[src/rtl/sig_pkg.sv]
package sig_pkg;
  // Bits needed to count from 0 up to len inclusive.
  function automatic int unsigned ctr_bits(int unsigned len);
    int unsigned b;
    b = $clog2(len + 1);
    return (b < 1) ? 1 : b;
  endfunction
endpackage

[src/rtl/sig_len_ctr.sv]
module sig_len_ctr #(
  parameter int unsigned TEST_LEN = 9,
  parameter int unsigned QSTART   = 4
) (
  input  logic clk,
  input  logic rst,
  input  logic en,
  output logic step,
  output logic past_n,
  output logic done
);
  localparam int unsigned CW = sig_pkg::ctr_bits(TEST_LEN);
  localparam logic [CW-1:0] LEN_C = CW'(TEST_LEN);

  logic [CW-1:0] cnt_q;

  assign done   = (cnt_q == LEN_C);
  assign step   = en && !done;
  assign past_n = (32'(cnt_q) >= QSTART);

  always_ff @(posedge clk) begin
    if (rst) cnt_q <= '0;
    else if (step) cnt_q <= cnt_q + 1'b1;
  end


  done_hold_chk: assert property (@(posedge clk) disable iff (rst)
    done |=> done);


  len_bound_chk: assert property (@(posedge clk) disable iff (rst)
    (cnt_q <= LEN_C));
endmodule

[src/rtl/sig_shift_core.sv]
module sig_shift_core #(
  parameter int unsigned     WIDTH = 4,
  parameter logic [WIDTH-1:0] POLY = 4'h9
) (
  input  logic             clk,
  input  logic             rst,
  input  logic             step,
  input  logic             past_n,
  input  logic             din,
  output logic [WIDTH-1:0] sig,
  output logic             quo_bit,
  output logic             quo_valid
);
  logic [WIDTH-1:0] sig_q;
  logic [WIDTH-1:0] sig_d;
  logic             fb;
  logic             quo_q;
  logic             qv_q;

  assign fb = sig_q[WIDTH-1];

  for (genvar i = 0; i < WIDTH; i++) begin : g_stage
    logic from_prev;
    if (i == 0) begin : g_head
      assign from_prev = din;
    end else begin : g_body
      assign from_prev = sig_q[i-1];
    end
    assign sig_d[i] = from_prev ^ (POLY[i] & fb);
  end

  always_ff @(posedge clk) begin
    if (rst) begin
      sig_q <= '0;
      quo_q <= 1'b0;
      qv_q  <= 1'b0;
    end else begin
      qv_q <= step && past_n;
      if (step) begin
        sig_q <= sig_d;
        quo_q <= fb;
      end
    end
  end

  assign sig       = sig_q;
  assign quo_bit   = quo_q;
  assign quo_valid = qv_q;


  hold_chk: assert property (@(posedge clk) disable iff (rst)
    !step |=> $stable(sig_q));


  quo_src_chk: assert property (@(posedge clk) disable iff (rst)
    step |=> (quo_bit == $past(sig_q[WIDTH-1])));
endmodule

[src/rtl/sig_golden_cmp.sv]
module sig_golden_cmp #(
  parameter int unsigned      WIDTH  = 4,
  parameter logic [WIDTH-1:0] GOLDEN = 4'hD
) (
  input  logic             clk,
  input  logic             rst,
  input  logic             done,
  input  logic [WIDTH-1:0] sig,
  output logic             pass
);
  logic match;
  assign match = (sig == GOLDEN);
  assign pass  = done && match;


  pass_needs_done_chk: assert property (@(posedge clk) disable iff (rst)
    pass |-> done);
endmodule

[src/rtl/serial_sig_analyzer.sv]
module serial_sig_analyzer #(
  parameter int unsigned      WIDTH    = 4,
  parameter logic [WIDTH-1:0] POLY     = 4'h9,
  parameter int unsigned      TEST_LEN = 9,
  parameter logic [WIDTH-1:0] GOLDEN   = 4'hD
) (
  input  logic             clk,
  input  logic             rst,
  input  logic             en,
  input  logic             din,
  output logic             quo_bit,
  output logic             quo_valid,
  output logic [WIDTH-1:0] signature,
  output logic             done,
  output logic             pass
);
  logic step;
  logic past_n;

  sig_len_ctr #(.TEST_LEN(TEST_LEN), .QSTART(WIDTH)) u_ctr (
    .clk(clk), .rst(rst), .en(en),
    .step(step), .past_n(past_n), .done(done)
  );

  sig_shift_core #(.WIDTH(WIDTH), .POLY(POLY)) u_core (
    .clk(clk), .rst(rst), .step(step), .past_n(past_n), .din(din),
    .sig(signature), .quo_bit(quo_bit), .quo_valid(quo_valid)
  );

  sig_golden_cmp #(.WIDTH(WIDTH), .GOLDEN(GOLDEN)) u_cmp (
    .clk(clk), .rst(rst), .done(done), .sig(signature), .pass(pass)
  );


  reset_clear_chk: assert property (@(posedge clk)
    rst |=> (signature == '0 && !done && !quo_valid));
endmodule

[config.mk]
export PLATFORM = sky130hd
export DESIGN_NAME = serial_sig_analyzer
export DESIGN_NICKNAME = d
export VERILOG_FILES = /design/src/rtl/sig_pkg.sv /design/src/rtl/sig_len_ctr.sv /design/src/rtl/sig_shift_core.sv /design/src/rtl/sig_golden_cmp.sv /design/src/rtl/serial_sig_analyzer.sv
export SDC_FILE = /design/constraint.sdc
export NUM_CORES = 1
export LEC_CHECK = 0
export BUFFER_PORTS_ARGS = -buffer_cell sky130_fd_sc_hd__buf_4
export CAP_MARGIN = 20
export CORE_AREA = 8 8 45 47
export DETAILED_ROUTE_END_ITERATION = 6
export DIE_AREA = 0 0 53 55
export GPL_TIMING_DRIVEN = 0
export MAX_ROUTING_LAYER = met4
export PLACE_DENSITY = 0.66
export SYNTH_ARGS = -nofsm -noshare
export SYNTH_HDL_FRONTEND = slang
export SYNTH_SLANG_ARGS = --single-unit
[constraint.sdc]
create_clock -name clk -period 1.6 [get_ports clk]
set_input_delay 0.48 -clock clk [delete_from_list [all_inputs] [get_ports clk]]
set_output_delay 0.48 -clock clk [all_outputs]
set_load 0.01 [all_outputs]
==> impl_metrics.py, run 1 <==
metrics = {
    "clock_network": {
        "cts_buffer_depth": 2,
        "cts.reportedPaths.clkPinSlew_ns": 0.06,
        "cts_made_buffers": 3,
        "h-tree-depth": 1,
        "cts_tree": "yes",
        "clock_latency_ns": 0.26,
        "cts_root_buffer": "clkbuf_4",
        "holdBufCountCts": 0,
        "cts.sink_count": 10,
    },
    "status": {
        "violations": "setup timing",
        "status": "finished with violations",
    },
    "routing": {
        "drtIter0Drc": 7,
        "drt-total-wl_mm": 1.10,
        "wl_per_cell_um": 12.2,
        "antenna_left": 0,
        "drtPass1Iterations": 4,
        "dr_total_vias": 422,
        "viasPerCell": 4.69,
        "drc": 0,
    },
    "min_path": {
        "hold_end": "u_core.quo_bit$_SDFFE_PP0P_",
        "min_path_type": "register to register",
        "hp-start": "u_core.quo_bit$_SDFFE_PP0P_",
        "hold_depth": 2,
    },
    "synth": {
        "syn_avg_cell_area_um2": 9.68,
        "synth_compound_area_share_pct": 10.5,
        "synth_fa_ha_area_share_pct": 7.32,
        "ys_ff_latch": 10,
        "netlist_area_um2": 513,
        "synth_warnings": 0,
        "synth_cell_types": 24,
        "syn_nets": 60,
        "syn_inst": 53,
        "synth_xor_area_share_pct": 3.41,
        "ys_seq_area_share_pct": 39.0,
        "synth_top_family_by_area": "simple AND/OR/NAND/NOR gates",
        "yosys.area_share.simple_pct": 25.6,
        "synthMuxAreaShare_pct": 5.85,
    },
    "floorplan": {
        "fp.dieArea_mm2": 0.00292,
        "std_cell_rows": 14,
        "die_w_um": 53,
        "num_io_pins": 12,
        "initial_utilization_pct": 37.1,
        "die_y_um": 55,
        "fp.coreArea_mm2": 0.00138,
    },
    "timing": {
        "skew_ns": 0.000274,
        "fin_crit_sh_pct": 100,
        "finalHoldViolCount": 0,
        "grt_setup_unrepaired": "true",
        "final.setup.worst_slack_ns": -0.00586,
        "setup_tns_ns": -0.00586,
        "setup-violations-final": 1,
        "min_period_ns": 1.61,
        "slew_headroom_pct": 70.3,
        "fmax_ghz": 0.623,
        "slew_viol_final": 0,
        "max_slew.worst_pin.slew_ns": 0.446,
    },
    "placed_design": {
        "place_congestion": 0.720,
        "dpl.hpwl_um": 719,
        "dp_cells": 79,
        "io_buffers": 10,
    },
    "setup_path": {
        "critical_path_class": "register to output port",
        "cp_max_fo": 4,
        "worst_r2r_startpoint": "u_ctr.cnt_q[1]$_SDFFE_PP0P_",
        "required_ns": 1.12,
        "rr_worst_depth": 8,
        "r2r-end": "u_ctr.cnt_q[2]$_SDFFE_PP0P_",
        "crit_arrival_ns": 1.13,
        "ff2ff_setup_slack_ns": 0.14,
        "cp-start-kind": "register",
        "end_kind": "output port",
    },
    "global_routing": {
        "grt_max_degree": 11,
        "grt.overflow.total": 0,
        "grt_pass1_vias": 427,
        "antenna_found_initial": 0,
        "grt_pass1_wl_mm": 1.85,
        "grt.total_usage_pct": 9.00,
    },
    "cells_and_area": {
        "diodes": 0,
        "final_util_pct": 51.5,
        "nets": 83,
        "layout-drive-gt1-share_pct": 50.0,
        "area_growth_syn_to_layout_pct": 39.0,
        "finalNonFillerCells": 90,
        "nFillCells": 123,
    },
    "pwr": {
        "ir_drop_mv": 0.372,
        "cellPowerDensity_mw_per_mm2": 725,
        "leakagePower_nw": 0.346,
    },
    "job": {
        "cap_viol_max_count": 0,
    },
}
## how the worst max path moves through the flow
stage                                 from   end  slack [ns]  cells after the start
3_5_place_dp   u_ctr.cnt_q[0]$_SDFFE_PP0P_  pass        0.02                      4
3_3_place_gp   u_ctr.cnt_q[0]$_SDFFE_PP0P_  pass        0.04                      4
6_report       u_ctr.cnt_q[1]$_SDFFE_PP0P_  pass      -0.006                      5
5_1_grt        u_ctr.cnt_q[1]$_SDFFE_PP0P_  pass       -0.06                      5
2_1_floorplan  u_ctr.cnt_q[0]$_SDFFE_PP0P_  pass        0.13                      3
4_1_cts        u_ctr.cnt_q[1]$_SDFFE_PP0P_  pass       -0.01                      5
## cells by family (layout without fill, tap and decap cells)
logic type | Yosys count | in the layout
compound gates | 7 | 7
xor+xnor | 2 | 2
fa+ha+maj | 3 | 3
buf+inv | 7 | 28
flops | 10 | 10
mux | 3 | 3
simple gates | 21 | 21
## state kept, by name (all words and copies together) (netlist names)
name              count
u_core.quo_bit        1
u_ctr.cnt_q           4
u_core.sig            4
u_core.quo_valid      1
## area by class of cell
cell class	count	area, um^2	share of cell area [%]
Inverter	2	7.51	1.05
Clock buffer	3	22.5	3.16
Tap cell	16	20.0	2.81
Timing Repair Buffer	18	135	18.9
Multi-Input combinational cell	36	288	40.4
Buffer	5	35.0	4.91
Sequential cell	10	205	28.8
## repair_timing
action                     in CTS  in global routing
setup endpoints to repair       2                  2
hold endpoints to repair        0                  0
pin swaps                       1                  0
resized for setup               8                  0
buffers inserted                7                  1
## Yosys cell counts, drive strengths merged
cell    number  share of area [%]
nand2        4                2.9
and2         1                1.7
a211oi       2                4.9
buf          3                5.1
xor2         1                1.7
mux2i        3                5.9
o21ai        2                2.0
nand4        1                1.2
nand2b       6                7.3
dfxtp       10                 39
nand4b       1                1.7
a21oi        3                3.7
clkbuf       2                1.7
or3b         1                1.7
ha           3                7.3
xnor2        1                1.7
inv          2                1.5
nand3b       1                3.9
nor3         2                2.0
nand3        1               0.97
nor2         3                2.2
## report_power, final
part	internal (mW)	switching, mW
logic	0.0422	0.0335
registers	0.259	0.00841
clock network	0.0870	0.0868
total	0.388	0.129
## cell usage in the layout (no fill, tap or decap), drive strengths merged, types with 3 or more instances in the layout
| cell type | count |
|---|---|
| a21oi | 3 |
| buf | 21 |
| clkbuf | 5 |
| dfxtp | 10 |
| ha | 3 |
| mux2i | 3 |
| nand2 | 4 |
| nand2b | 6 |
| nor2 | 3 |
## per-layer routing
| layer | track usage, % | part of all wire [%] |
|---|---|---|
| met5 | - | 0 |
| met3 | 5.35 | 8.2 |
| met4 | 2.59 | 0 |
| met1 | 8.63 | 42 |
| met2 | 15.0 | 49 |
## critical path, cell delays in order (launching register included)
cell	delay, ns
dfxtp_2	0.32
inv_2	0.06
ha_4	0.13
nand3b_4	0.09
nor3_2	0.12
buf_4	0.14
## stage by stage
step | area [um^2] | total power [mW] | setup slack [ns] | hold WS [ns]
2_1_floorplan | 513 | 0.317 | 0.127 | 0.475
3_3_place_gp | 608 | 0.334 | 0.0447 | 0.461
3_5_place_dp | 608 | 0.336 | 0.0191 | 0.475
4_1_cts | 706 | 0.523 | -0.0101 | 0.486
5_1_grt | 713 | 0.547 | -0.0601 | 0.500
6_report | 713 | 0.517 | -0.00586 | 0.484
No activity file was read; power rests on OpenSTA's default activity.
==> inputs of run 2 (changes only) <==
--- a/config.mk
+++ b/config.mk
@@ -13,6 +13,7 @@
 export GPL_TIMING_DRIVEN = 0
 export MAX_ROUTING_LAYER = met4
 export PLACE_DENSITY = 0.66
+export SETUP_SLACK_MARGIN = 0.4
 export SYNTH_ARGS = -nofsm -noshare
 export SYNTH_HDL_FRONTEND = slang
 export SYNTH_SLANG_ARGS = --single-unit
==> constraint.sdc (replaced) <==
create_clock -name clk -period 1.7 [get_ports clk]
set_input_delay 0.51 -clock clk [delete_from_list [all_inputs] [get_ports clk]]
set_output_delay 0.51 -clock clk [all_outputs]
set_load 0.01 [all_outputs]
==> run 2 against run 1 <==
Compared with the run above: utilization increased by 3.7 points; first-iteration DRC count decreased by 86%; worst setup slack better by 0.090 ns; critical path depth unchanged; clock power is 13% lower; non-clock buffer count is 1 higher; clock skew barely moved; total power down 6.4%; largest power group unchanged; count of clock-buffer cells in the layout unchanged; final area is 7.2% higher; die area did not move; the flow now finishes without violations; wire length rose by 5.7%.
==> impl_metrics.py, run 2 (same netlist as run 1, synthesis figures left out) <==
metrics = {
    "cells_and_area": {
        "final_common_cell": "buf_4",
        "register_area_um2": 213,
        "layout-drive-gt1-share_pct": 54.7,
        "nFillCells": 127,
        "diodes": 0,
        "multi_input_area_um2": 298,
        "final_cell_area_um2": 764,
        "area_growth_syn_to_layout_pct": 49.0,
        "nets": 84,
        "layout_common_cells": "buf_4 (14), buf_6 (8), nand2b_1 (6)",
    },
    "timing": {
        "slew_headroom_pct": 67.4,
        "max_slew.worst_pin.slew_ns": 0.489,
        "fmax_ghz": 0.619,
        "min_period_ns": 1.62,
        "finalHoldViolCount": 0,
        "fin_crit_sh_pct": 95.0,
        "setup_tns_ns": 0,
        "whs_ns": 0.479,
        "slew_viol_final": 0,
        "grt_setup_unrepaired": "true",
        "setup-violations-final": 0,
        "final.setup.worst_slack_ns": 0.0844,
        "skew_ns": 0.000753,
    },
    "floorplan": {
        "die_y_um": 55,
        "num_io_pins": 12,
        "fp.dieArea_mm2": 0.00292,
        "std_cell_rows": 14,
        "die_w_um": 53,
        "initial_utilization_pct": 37.1,
        "fp.coreArea_mm2": 0.00138,
    },
    "placed_design": {
        "dp_slack_ns": 0.257,
        "dpl-instance-area_um2": 637,
        "place_congestion": 0.667,
        "io_buffers": 10,
        "dpl.hpwl_um": 743,
    },
    "global_routing": {
        "grt_pass1_wl_mm": 1.86,
        "grt_pass1_vias": 413,
        "grtUsageMet2_pct": 14.1,
        "antenna_found_initial": 0,
        "grt.total_usage_pct": 8.87,
        "grt_most_used_layer": "met2",
        "grt.overflow.total": 0,
        "grt_max_degree": 11,
        "use_met1_pct": 9.05,
        "grt_use_met3_pct": 4.55,
    },
    "routing": {
        "drt-total-wl_mm": 1.16,
        "wl_per_cell_um": 12.8,
        "viasPerCell": 4.76,
        "drc": 0,
        "drtIter0Drc": 1,
        "dr_total_vias": 433,
        "antenna_left": 0,
        "drtPass1Iterations": 6,
    },
    "clock_network": {
        "clock_latency_ns": 0.26,
        "cts_made_buffers": 3,
        "h-tree-depth": 1,
        "cts_tree": "yes",
        "holdBufCountCts": 0,
        "cts.reportedPaths.clkPinSlew_ns": 0.06,
        "cts.sink_count": 10,
        "cts_root_buffer": "clkbuf_4",
        "cts_buffer_depth": 2,
    },
    "setup_path": {
        "cp_max_fo": 4,
        "crit_arrival_ns": 1.11,
        "critical_path_class": "register to output port",
        "rr_worst_depth": 8,
        "r2r-end": "u_ctr.cnt_q[1]$_SDFFE_PP0P_",
        "ff2ff_setup_slack_ns": 0.30,
        "cp-start-kind": "register",
        "end_kind": "output port",
        "worst_r2r_startpoint": "u_ctr.cnt_q[1]$_SDFFE_PP0P_",
        "required_ns": 1.19,
    },
    "min_path": {
        "min_path_type": "register to register",
        "hold_depth": 2,
        "hold_end": "u_core.quo_bit$_SDFFE_PP0P_",
        "hp-start": "u_core.quo_bit$_SDFFE_PP0P_",
    },
    "status": {
        "status": "finished, final reports clean",
    },
    "pwr": {
        "leakagePower_nw": 0.364,
        "cellPowerDensity_mw_per_mm2": 633,
        "ir_drop_mv": 0.390,
    },
    "job": {
        "cap_viol_max_count": 0,
    },
}
==> run 2: cell types whose count changed in the layout (fill, tap and decap cells not counted) <==
cell and change:
buf_6 +7, nor3_4 +1, nor3_2 -1, o21ai_2 +1
o21ai_1 +1, dfxtp_4 +2, o21ai_0 -2, buf_4 -6
dfxtp_1 -2
==> run 2: power breakdown <==
group	switching (mW)	total, mW	internal, mW
clock	0.0706	0.152	0.0812
combinational	0.0349	0.0806	0.0458
sequential	0.00845	0.252	0.243
==> run 2: worst max-delay path by stage <==
stage          cells past startpoint  slack [ns]                   startpoint    to
2_1_floorplan                      3        0.41   u_core.sig[3]$_SDFFE_PP0P_  pass
3_3_place_gp                       4        0.25  u_ctr.cnt_q[0]$_SDFFE_PP0P_  pass
3_5_place_dp                       4        0.26  u_ctr.cnt_q[0]$_SDFFE_PP0P_  pass
4_1_cts                            5        0.07  u_ctr.cnt_q[1]$_SDFFE_PP0P_  pass
5_1_grt                            5        0.02  u_ctr.cnt_q[1]$_SDFFE_PP0P_  pass
6_report                           5        0.08  u_ctr.cnt_q[1]$_SDFFE_PP0P_  pass
==> run 2: repair_timing <==
| action | 4_1_cts | 5_1_grt |
|---|---|---|
| resized for setup | 8 | 6 |
| setup buffers | 6 | 3 |
| setup endpoints to repair | 4 | 12 |
==> run 2: worst max-delay path, cell delays in order (launching register included) <==
cell and delay (ns):
dfxtp_2 0.32, inv_2 0.05, ha_4 0.13, nand3b_4 0.10, nor3_4 0.13, buf_6 0.12
==> run 2: per-layer routing <==
layer	wire, um	vias up
li1	-	222
met1	485	200
met2	586	9
met3	75	2
met4	14	0
met5	0	-
==> run 2: area by class of cell <==
class / instances / share of cell area (%)
Sequential cell: 10 / 27.8
Multi-Input combinational cell: 36 / 39.0
Buffer: 5 / 5.56
Timing Repair Buffer: 19 / 21.1
Tap cell: 16 / 2.62
Inverter: 2 / 0.982
Clock buffer: 3 / 2.95
==> run 2: through the flow <==
stage | total power [mW] | cells | utilization, %
after floorplan | 0.305 | 53 | -
after global placement | 0.322 | 79 | 46.0
after detailed placement | 0.323 | 79 | 46.0
after CTS | 0.488 | 88 | 52.5
after global routing | 0.509 | 91 | 55.2
final | 0.484 | 91 | 55.2
==> inputs of run 3 (changes only) <==
--- a/config.mk
+++ b/config.mk
@@ -5,15 +5,15 @@
 export SDC_FILE = /design/constraint.sdc
 export NUM_CORES = 1
 export LEC_CHECK = 0
-export BUFFER_PORTS_ARGS = -buffer_cell sky130_fd_sc_hd__buf_4
+export BUFFER_PORTS_ARGS = -buffer_cell sky130_fd_sc_hd__buf_2
 export CAP_MARGIN = 20
 export CORE_AREA = 8 8 45 47
 export DETAILED_ROUTE_END_ITERATION = 6
 export DIE_AREA = 0 0 53 55
 export GPL_TIMING_DRIVEN = 0
-export MAX_ROUTING_LAYER = met4
 export PLACE_DENSITY = 0.66
 export SETUP_SLACK_MARGIN = 0.4
+export SKIP_CTS_REPAIR_TIMING = 1
 export SYNTH_ARGS = -nofsm -noshare
 export SYNTH_HDL_FRONTEND = slang
 export SYNTH_SLANG_ARGS = --single-unit
==> run 3 against run 2 <==
Compared with the run above: critical path depth decreased by 1; final area decreased by 4.7%; final cell count down 4.4%; worst setup slack lost 0.094 ns; global-route usage shrank 0.77 points; critical path type unchanged; total power rose by 12%; the flow now finishes with violations (setup timing); hold slack improved by 0.0028 ns; clock skew increased by 0.0050 ns.
==> impl_metrics.py, run 3 (same netlist as run 1, synthesis figures left out) <==
metrics = {
    "floorplan": {
        "initial_utilization_pct": 37.1,
        "die_y_um": 55,
        "num_io_pins": 12,
        "std_cell_rows": 14,
        "die_w_um": 53,
        "fp.dieArea_mm2": 0.00292,
        "fp.coreArea_mm2": 0.00138,
    },
    "routing": {
        "drt-total-wl_mm": 1.05,
        "viasPerCell": 4.79,
        "drc": 0,
        "dr_total_vias": 417,
        "drtPass1Iterations": 3,
        "antenna_left": 0,
        "wl_per_cell_um": 12.1,
        "drtIter0Drc": 8,
    },
    "setup_path": {
        "ff2ff_setup_slack_ns": 0.34,
        "cp_max_fo": 3,
        "r2r-end": "u_ctr.cnt_q[1]$_SDFFE_PP0P_",
        "required_ns": 1.19,
        "cpMaxStageDelayCell": "dfxtp_2",
        "crit_chain": "ha_1 -> nand2_1 -> nor3_4 -> buf_2",
        "crit_arrival_ns": 1.20,
        "path_delay_family": "flip-flops",
        "cpPeakStageDelay_ns": 0.35,
        "end_kind": "output port",
        "cp-start-kind": "register",
        "critical_path_class": "register to output port",
        "cp.buffers_inverters": 1,
        "worst_r2r_startpoint": "u_ctr.cnt_q[0]$_SDFFE_PP0P_",
        "rr_worst_depth": 6,
    },
    "timing": {
        "whs_ns": 0.482,
        "slew_viol_final": 0,
        "slew_headroom_pct": 69.6,
        "min_period_ns": 1.71,
        "fin_crit_sh_pct": 101,
        "finalHoldViolCount": 0,
        "skew_ns": 0.00578,
        "max_slew.worst_pin.slew_ns": 0.456,
        "fmax_ghz": 0.585,
        "setup-violations-final": 1,
        "grt_setup_unrepaired": "true",
        "setup_tns_ns": -0.00980,
        "final.setup.worst_slack_ns": -0.00980,
    },
    "clock_network": {
        "cts_root_buffer": "clkbuf_4",
        "cts_buffer_depth": 2,
        "cts.sink_count": 10,
        "cts_made_buffers": 3,
        "cts.reportedPaths.clkPinSlew_ns": 0.07,
        "h-tree-depth": 1,
        "clock_latency_ns": 0.28,
        "cts_tree": "yes",
    },
    "status": {
        "violations": "setup timing",
        "status": "finished with violations",
    },
    "global_routing": {
        "grt_pass1_vias": 405,
        "grt_max_degree": 11,
        "grt.total_usage_pct": 8.10,
        "grt_pass1_wl_mm": 1.70,
        "grt.overflow.total": 0,
        "antenna_found_initial": 0,
    },
    "cells_and_area": {
        "diodes": 0,
        "nets": 79,
        "layout_common_cells": "buf_6 (8), nand2b_1 (6), buf_2 (6), nand2_1 (4), dfxtp_1 (4)",
        "finalNonFillerCells": 87,
        "final_common_cell": "buf_6",
        "layout-drive-gt1-share_pct": 52.1,
        "final_util_pct": 52.6,
        "area_growth_syn_to_layout_pct": 42.0,
    },
    "placed_design": {
        "dpl.hpwl_um": 731,
        "place_congestion": 0.653,
        "io_buffers": 10,
        "dp_cells": 79,
    },
    "pwr": {
        "cellPowerDensity_mw_per_mm2": 745,
        "ir_drop_mv": 0.500,
        "leakagePower_nw": 0.344,
    },
    "min_path": {
        "hp-start": "u_core.quo_bit$_SDFFE_PP0P_",
        "hold_depth": 2,
        "hold_end": "u_core.quo_bit$_SDFFE_PP0P_",
        "min_path_type": "register to register",
    },
    "job": {
        "cap_viol_max_count": 0,
    },
}
==> run 3: per-stage QoR <==
stage / cell area, um^2 / power, mW / worst slack, ns
floorplan: 542 / 0.305 / 0.413
global placement: 612 / 0.318 / 0.252
detailed placement: 612 / 0.320 / 0.248
CTS: 648 / 0.542 / -0.0600
global route: 728 / 0.566 / -0.0853
finish: 728 / 0.542 / -0.00980
==> run 3: how the worst max path moves through the flow <==
stage,cells after the start,from,endpoint
global placement,4,u_ctr.cnt_q[0]$_SDFFE_PP0P_,pass
global route,4,u_core.sig[3]$_SDFFE_PP0P_,pass
floorplan,3,u_core.sig[3]$_SDFFE_PP0P_,pass
CTS,4,u_ctr.cnt_q[0]$_SDFFE_PP0P_,pass
detailed placement,4,u_ctr.cnt_q[0]$_SDFFE_PP0P_,pass
finish,4,u_core.sig[3]$_SDFFE_PP0P_,pass
==> run 3: worst reg2reg max path, delay by kind of cell, from the launching register on <==
kind,cells,cell delay [ns]
simple gates,2,0.26
fa+ha+maj,1,0.14
compound gates,1,0.20
flops,1,0.38
buf+inv,2,0.29
==> run 3: cell type report <==
type / instances / area [um^2]
Fill cell: 131 / 656
Clock buffer: 4 / 36.3
Inverter: 2 / 7.51
Timing Repair Buffer: 14 / 109
Tap cell: 16 / 20.0
Sequential cell: 10 / 215
Multi-Input combinational cell: 36 / 298
Buffer: 5 / 42.5
==> run 3: power by group <==
| part | total, mW | switching, mW | internal, mW | leakage, nW |
|---|---|---|---|---|
| Clock | 0.223 | 0.0921 | 0.130 | 0.0210 |
| Sequential | 0.254 | 0.0114 | 0.242 | 0.0847 |
| Combinational | 0.0661 | 0.0288 | 0.0373 | 0.238 |
| Total | 0.542 | 0.132 | 0.410 | 0.344 |
==> run 3: routing by layer <==
metal / share of wire, % / GRT usage (%) / up-vias
met2: 46 / 11.7 / 9
li1: - / - / 214
met4: 4.2 / 7.76 / 0
met5: 0 / 0 / -
met1: 44 / 9.16 / 189
met3: 5.9 / 2.67 / 5
